### config.mk
export PLATFORM = sky130hd
export DESIGN_NAME = tone_irq_queue
export DESIGN_NICKNAME = d
export VERILOG_FILES = /design/src/rtl/tiq_pkg.sv /design/src/rtl/tiq_event_capture.sv /design/src/rtl/tiq_lowest_pick.sv /design/src/rtl/tiq_fifo.sv /design/src/rtl/tone_irq_queue.sv
export SDC_FILE = /design/constraint.sdc
export NUM_CORES = 1
export LEC_CHECK = 0
export ABC_AREA = 1
export BUFFER_PORTS_ARGS = -buffer_cell sky130_fd_sc_hd__clkbuf_2
export CORE_UTILIZATION = 40
export CTS_CLUSTER_SIZE = 10
export DETAILED_ROUTE_END_ITERATION = 10
export MAX_ROUTING_LAYER = met4
export SYNTH_ARGS = -nofsm -noshare
export SYNTH_HDL_FRONTEND = slang
export SYNTH_SLANG_ARGS = --single-unit
### constraint.sdc
create_clock -name clk -period 8.2 [get_ports clk]
set_input_delay 0.41 -clock clk [delete_from_list [all_inputs] [get_ports clk]]
set_output_delay 0.41 -clock clk [all_outputs]
set_load 0.05 [all_outputs]
### src/rtl/tiq_pkg.sv
package tiq_pkg;

  localparam int unsigned WORD_W = 8;
  localparam int unsigned CHN_FIELD_W = 5;

  // Host word: valid flag on top, two zero bits, then the channel field.
  function automatic logic [WORD_W-1:0] pack_word(input logic valid,
                                                  input logic [CHN_FIELD_W-1:0] chn);
    logic [WORD_W-1:0] w;
    w = '0;
    if (valid) begin
      w[WORD_W-1] = 1'b1;
      w[CHN_FIELD_W-1:0] = chn;
    end
    return w;
  endfunction

  // Group of a channel and which side of the pair it sits on.
  function automatic int unsigned group_of(input int unsigned chn);
    return chn / 2;
  endfunction

  function automatic logic on_side_b(input int unsigned chn);
    return (chn % 2) == 1;
  endfunction

  // Ring pointer advance, any depth.
  function automatic int unsigned ring_next(input int unsigned p, input int unsigned depth);
    return (p == depth - 1) ? 0 : p + 1;
  endfunction

endpackage

### src/rtl/tiq_event_capture.sv
module tiq_event_capture
  import tiq_pkg::*;
#(
  parameter int unsigned NUM_CH = 32
) (
  input  logic              clk,
  input  logic              rst_n,
  input  logic [NUM_CH-1:0] tone_lvl,
  input  logic [NUM_CH/2-1:0] grp_pwr_up,
  input  logic [NUM_CH/2-1:0] grp_mask_a,
  input  logic [NUM_CH/2-1:0] grp_mask_b,
  input  logic [NUM_CH-1:0] grant,
  output logic [NUM_CH-1:0] evt,
  output logic [NUM_CH-1:0] pend
);

  logic [NUM_CH-1:0] prev_q;
  logic [NUM_CH-1:0] pend_q;
  logic [NUM_CH-1:0] allow;

  // Per-channel gate: group powered and this side not masked.
  for (genvar c = 0; c < NUM_CH; c++) begin : g_gate
    localparam int unsigned GRP = group_of(c);
    if (on_side_b(c)) begin : g_b
      assign allow[c] = grp_pwr_up[GRP] & ~grp_mask_b[GRP];
    end else begin : g_a
      assign allow[c] = grp_pwr_up[GRP] & ~grp_mask_a[GRP];
    end
  end

  // Both edges count; prev_q always follows so changes while gated are absorbed.
  assign evt = (tone_lvl ^ prev_q) & allow;

  always_ff @(posedge clk or negedge rst_n) begin
    if (!rst_n) begin
      prev_q <= '0;
      pend_q <= '0;
    end else begin
      prev_q <= tone_lvl;
      pend_q <= (pend_q & ~grant) | evt;
    end
  end

  assign pend = pend_q;

endmodule

### src/rtl/tiq_lowest_pick.sv
module tiq_lowest_pick #(
  parameter int unsigned N   = 32,
  localparam int unsigned IW = (N > 1) ? $clog2(N) : 1
) (
  input  logic [N-1:0]  req,
  output logic [N-1:0]  gnt,
  output logic [IW-1:0] idx,
  output logic          any
);

  logic [N:0] below;

  assign below[0] = 1'b0;
  for (genvar i = 0; i < N; i++) begin : g_chain
    assign gnt[i]       = req[i] & ~below[i];
    assign below[i + 1] = below[i] | req[i];
  end

  assign any = below[N];

  always_comb begin
    idx = '0;
    for (int i = 0; i < N; i++) begin
      if (gnt[i]) idx = idx | IW'(i);
    end
  end

endmodule

### src/rtl/tiq_fifo.sv
module tiq_fifo
  import tiq_pkg::*;
#(
  parameter int unsigned DEPTH = 32,
  parameter int unsigned W     = 5,
  localparam int unsigned PW   = (DEPTH > 1) ? $clog2(DEPTH) : 1,
  localparam int unsigned CW   = $clog2(DEPTH + 1)
) (
  input  logic          clk,
  input  logic          rst_n,
  input  logic          wr_req,
  input  logic [W-1:0]  wr_data,
  input  logic          rd_req,
  output logic [W-1:0]  rd_data,
  output logic          wr_ok,
  output logic          rd_ok,
  output logic          drop,
  output logic          full,
  output logic          empty,
  output logic [CW-1:0] cnt
);

  logic [W-1:0]  mem [DEPTH];
  logic [PW-1:0] wp_q, rp_q;
  logic [CW-1:0] cnt_q;

  assign full  = (cnt_q == CW'(DEPTH));
  assign empty = (cnt_q == '0);
  assign rd_ok = rd_req & ~empty;
  assign wr_ok = wr_req & (~full | rd_ok);
  assign drop  = wr_req & ~wr_ok;

  always_ff @(posedge clk) begin
    if (wr_ok) mem[wp_q] <= wr_data;
  end

  always_ff @(posedge clk or negedge rst_n) begin
    if (!rst_n) begin
      wp_q  <= '0;
      rp_q  <= '0;
      cnt_q <= '0;
    end else begin
      if (wr_ok) wp_q <= PW'(ring_next(int'(wp_q), DEPTH));
      if (rd_ok) rp_q <= PW'(ring_next(int'(rp_q), DEPTH));
      case ({wr_ok, rd_ok})
        2'b10:   cnt_q <= cnt_q + CW'(1);
        2'b01:   cnt_q <= cnt_q - CW'(1);
        default: cnt_q <= cnt_q;
      endcase
    end
  end

  assign rd_data = mem[rp_q];
  assign cnt     = cnt_q;

endmodule

### src/rtl/tone_irq_queue.sv
module tone_irq_queue
  import tiq_pkg::*;
#(
  parameter int unsigned NUM_CH     = 32,
  parameter int unsigned FIFO_DEPTH = 32
) (
  input  logic                clk,
  input  logic                rst_n,
  input  logic [NUM_CH-1:0]   tone_lvl,
  input  logic [NUM_CH/2-1:0] grp_pwr_up,
  input  logic [NUM_CH/2-1:0] grp_mask_a,
  input  logic [NUM_CH/2-1:0] grp_mask_b,
  input  logic                host_rd,
  output logic [7:0]          host_rdata,
  output logic                irq,
  output logic                ovf_flag
);

  localparam int unsigned ID_W  = (NUM_CH > 1) ? $clog2(NUM_CH) : 1;
  localparam int unsigned CNT_W = $clog2(FIFO_DEPTH + 1);

  // Named internal events, observed by the bound checker.
  logic [NUM_CH-1:0] evt, pend, grant;
  logic [ID_W-1:0]   grant_idx;
  logic              wr_req, wr_ok, rd_ok, drop, full, empty;
  logic [ID_W-1:0]   head_id;
  logic [CNT_W-1:0]  fifo_cnt;
  logic [7:0]        rdata_q;
  logic              ovf_q;

  tiq_event_capture #(.NUM_CH(NUM_CH)) u_capture (
    .clk        (clk),
    .rst_n      (rst_n),
    .tone_lvl   (tone_lvl),
    .grp_pwr_up (grp_pwr_up),
    .grp_mask_a (grp_mask_a),
    .grp_mask_b (grp_mask_b),
    .grant      (grant),
    .evt        (evt),
    .pend       (pend)
  );

  tiq_lowest_pick #(.N(NUM_CH)) u_pick (
    .req (pend),
    .gnt (grant),
    .idx (grant_idx),
    .any (wr_req)
  );

  tiq_fifo #(.DEPTH(FIFO_DEPTH), .W(ID_W)) u_fifo (
    .clk     (clk),
    .rst_n   (rst_n),
    .wr_req  (wr_req),
    .wr_data (grant_idx),
    .rd_req  (host_rd),
    .rd_data (head_id),
    .wr_ok   (wr_ok),
    .rd_ok   (rd_ok),
    .drop    (drop),
    .full    (full),
    .empty   (empty),
    .cnt     (fifo_cnt)
  );

  always_ff @(posedge clk or negedge rst_n) begin
    if (!rst_n) begin
      rdata_q <= '0;
      ovf_q   <= 1'b0;
    end else begin
      if (host_rd) rdata_q <= pack_word(rd_ok, CHN_FIELD_W'(head_id));
      if (drop)    ovf_q   <= 1'b1;
    end
  end

  assign host_rdata = rdata_q;
  assign irq        = ~empty;
  assign ovf_flag   = ovf_q;

endmodule

==> impl_results.md <==
* Critical path data required time at 8.64 ns
* Net load switching power at 0.00127 W
* Synth Flop Type: edfxtp_1
* Headroom to the max-slew limit at 0.287
* Met2 track utilization from global routing at 0.276
* DRT antenna net count at 0
* Placeable Area at 26100 um2
* Final setup vio count at 0
* Cell Pwr Density at 304 nW/um2
* Final hold violations at 0
* Total Routing Usage GR at 0.177
* Part of the cycle the worst path needs at 0.469
* Starting density of the core at 0.408
* Number of port buffers at 90
* Parity-gate share of the synthesized area counting xor and xnor cells at 0.0312
* Remaining global-route overflow at 0
* Signal arrival time at the worst endpoint at 4.28 ns
* Area of the die at 27300 um2
* TritonCTS buffer count at 29
* Number of global-route vias before repair at 6955
* Simple logic cell fraction of the synthesized area at 0.116
* Synth-to-layout area growth at 17.8%
* Clock Tree Root: clkbuf_16
* Cells after synthesis at 851
* Vias/cell at 5.18
* Flop pwr share at 0.440
* Reg clk slew, reported paths at 0.06 ns
* CP max-delay cell: dfrtp_1
* Unrepaired setup endpoints after global routing: no
* Final Skew at 0.0202 ns
* Floorplan die width at 165 um
* Initial antenna violation count at 0
* CTS Buffer Depth at 3
* Dominant combinational cell family by area after synthesis: simple AND/OR/NAND/NOR gates
* Util after Layout at 0.481
* Commonest cells in the synthesized netlist: 160 x edfxtp_1, 105 x nor2_1, 87 x dfrtp_1
* Min-delay worst type: input pin to flop
* DRC errors left at 0
* Yosys warnings at 0
* Placer Congestion at 0.799
* Pin count of the biggest net entering global routing at 83
* Detailed Route Iter0 Violations at 546
* Combinational Power Share at 0.260
* Die Y-Extent at 165 um
* Clock tree from TritonCTS: yes
* Status: finished, final reports clean
* H-tree depth at 1
* Cell type with the highest aggregate area in the netlist: edfxtp_1
* Post-synthesis compound-gate area fraction at 0.111
* Top-level port count at 93
* Via count at 6877
* M3 GR Usage at 0.0257
* Most used standard cell by instance count after synthesis: edfxtp_1
* Number of search-and-repair iterations in the first detailed-routing pass at 5
* Multiplexer share of the synthesized area at 0.0320
* Busiest layer in global routing: met2
* Switching share of power at 0.333
* Number of gates resized after cts at 0
* Global-route wire length before repair at 36.5 mm
* Clock sink count at 247
* Clk Latency, worst-skew pair at 0.54 ns
* Area share of the leading cell type in the synthesized netlist at 0.452
* Mean instance size in the synthesized netlist at 12.5 um2
* Max stage delay on crit path at 0.41 ns
* Layout Nets at 1067
* Half-perimeter wire length of the detailed placement result at 14.5 mm
* Cell types with the largest area share after synthesis: edfxtp_1 45%, dfrtp_1 20%, nor2_1 3.7%
* CP startpoint kind: flop
* Count of buffer and inverter cells on the critical path at 3
* Ratio of cells with drive above 1 in the final layout at 0.169
* Number of max-capacitance violations reported at 0
* Synth unique cells at 52
* Number of diodes at 0
* Number of rows created at floorplan at 59
* Slew Viols, Final at 0
* P_leak at 4.99 nW
* Gate family responsible for the most delay along the worst path: simple AND/OR/NAND/NOR gates
* Design internal power at 0.00254 W
* Clock period minus worst slack at 3.84 ns
* Share of the yosys chip area belonging to registers at 0.656
* Met1 track utilization from global routing at 0.241
* Highest clock frequency the design can meet at 260 MHz
* Clk pwr share at 0.299
* Number of buffers inserted by hold repair at cts at 25
* Area share of fa/ha/maj cells after synthesis at 0.0148
* Ys async rst share at 0.352
* Flip-flop and latch count after synthesis at 247
* Worst slew pin tran at 1.07 ns
* Routed wirelength normalized by instance count at 17.2 um
* Total detailed-routing wirelength at 22.9 mm
* Final-layout setup total negative slack at 0 ns
* Type of the worst setup path: flop to flop
* Worst Path Max Fanout at 7
* Largest voltage drop on the vdd net at 0.000198 V
* Netlist area before placement at 10600 um2
* Post-synth EDFFs at 160
* Worst setup EP type: flop
* Setup fix buffers added after clock tree synthesis at 0
==> kinds of logic (layout without fill, tap and decap cells) <==
logic type | Yosys count | after routing
muxes | 34 | 34
adders and majority gates | 12 | 12
xor gates and xnor gates | 37 | 37
buffers and inverters | 105 | 245
DFF | 247 | 247
AOI/OAI and AO/OA | 168 | 168
and+or+nand+nor | 247 | 247
other | 1 | 2
==> worst reg2reg max path, delay by kind of cell (launching register included) <==
| family | cells | cell delay (ns) |
|---|---|---|
| DFF | 1 | 0.41 |
| and+or+nand+nor | 19 | 2.23 |
| buffers and inverters | 3 | 0.26 |
| AOI/OAI and AO/OA | 3 | 0.56 |
| adders and majority gates | 1 | 0.29 |
==> layout make-up <==
class                      count  area (um2)
clock buffer                  49         811
fill                        2314       13500
timing repair buffer         123         763
clock inverter                 2        17.5
sequential                   247        6980
multi-input combinational    500        3270
tap                          335         419
inverter                      71         268
==> final timing paths <==
kind                                    start  cells past startpoint  slack (ns)                    to
min in group asynchronous               rst_n                      2        0.38  u_capture.prev_q[21]
min                              tone_lvl[20]                      1        0.02  u_capture.prev_q[20]
max reg2reg                 u_capture.pend[1]                     26        4.36         u_fifo.cnt[5]
max                         u_capture.pend[1]                     26        4.36         u_fifo.cnt[5]
min reg2reg                u_capture.pend[24]                      2        0.50    u_capture.pend[24]
max in group asynchronous               rst_n                      3        6.79   u_capture.prev_q[2]
==> through the flow <==
stage | total power, W | std cells | cell area (um2) | hold slack [ns] | setup slack [ns]
finish | 0.00381 | 1327 | 12500 | 0.0203 | 4.36
global route | 0.00403 | 1327 | 12500 | 0.00778 | 3.97
floorplan | 0.00237 | 852 | 10600 | 0.114 | 4.73
detailed placement | 0.00270 | 1251 | 11500 | 0.395 | 4.36
CTS | 0.00385 | 1327 | 12500 | 0.0000595 | 4.34
global placement | 0.00268 | 1251 | 11500 | 0.396 | 4.46
==> layout by cell type, fill, tap and decap left out, types with 3 or more instances in the layout <==
cell,count
xnor2_1,29
o211ai_1,9
inv_1,67
xor2_1,7
nor2_1,105
o31ai_1,16
buf_4,9
a21oi_1,5
nand4_4,4
nor3_1,7
o21ai_0,61
ha_1,11
o21ai_2,5
dlygate4sd3_1,25
o221ai_1,35
nor2_2,5
edfxtp_1,160
nor2_4,5
nor4_1,4
a21oi_2,3
clkbuf_2,89
clkbuf_1,19
clkbuf_16,29
nand2_1,52
nand3_1,52
mux2i_1,34
dfrtp_1,85
o32ai_1,19
==> per-layer routing <==
layer,vias up,routed length [um]
met5,-,0
met4,0,486
met3,41,1100
met2,189,10800
met1,3294,10500
li1,3353,-
==> power groups by stage <==
stage | Combinational, W | Clock, W | Sequential, W
finish | 0.000993 | 0.00114 | 0.00168
CTS | 0.00101 | 0.00117 | 0.00168
detailed placement | 0.000995 | 0 | 0.00170
global route | 0.00111 | 0.00122 | 0.00170
floorplan | 0.000671 | 0 | 0.00170
global placement | 0.000981 | 0 | 0.00170
==> state kept, by name, indices dropped and copies added (netlist names) <==
name              flops
u_fifo.wp_q           5
u_fifo.rp_q           5
u_fifo.cnt            6
host_rdata            6
u_capture.prev_q     32
u_capture.pend       32
u_fifo.mem          160
ovf_flag              1
Power figures use the tool's default switching activity.
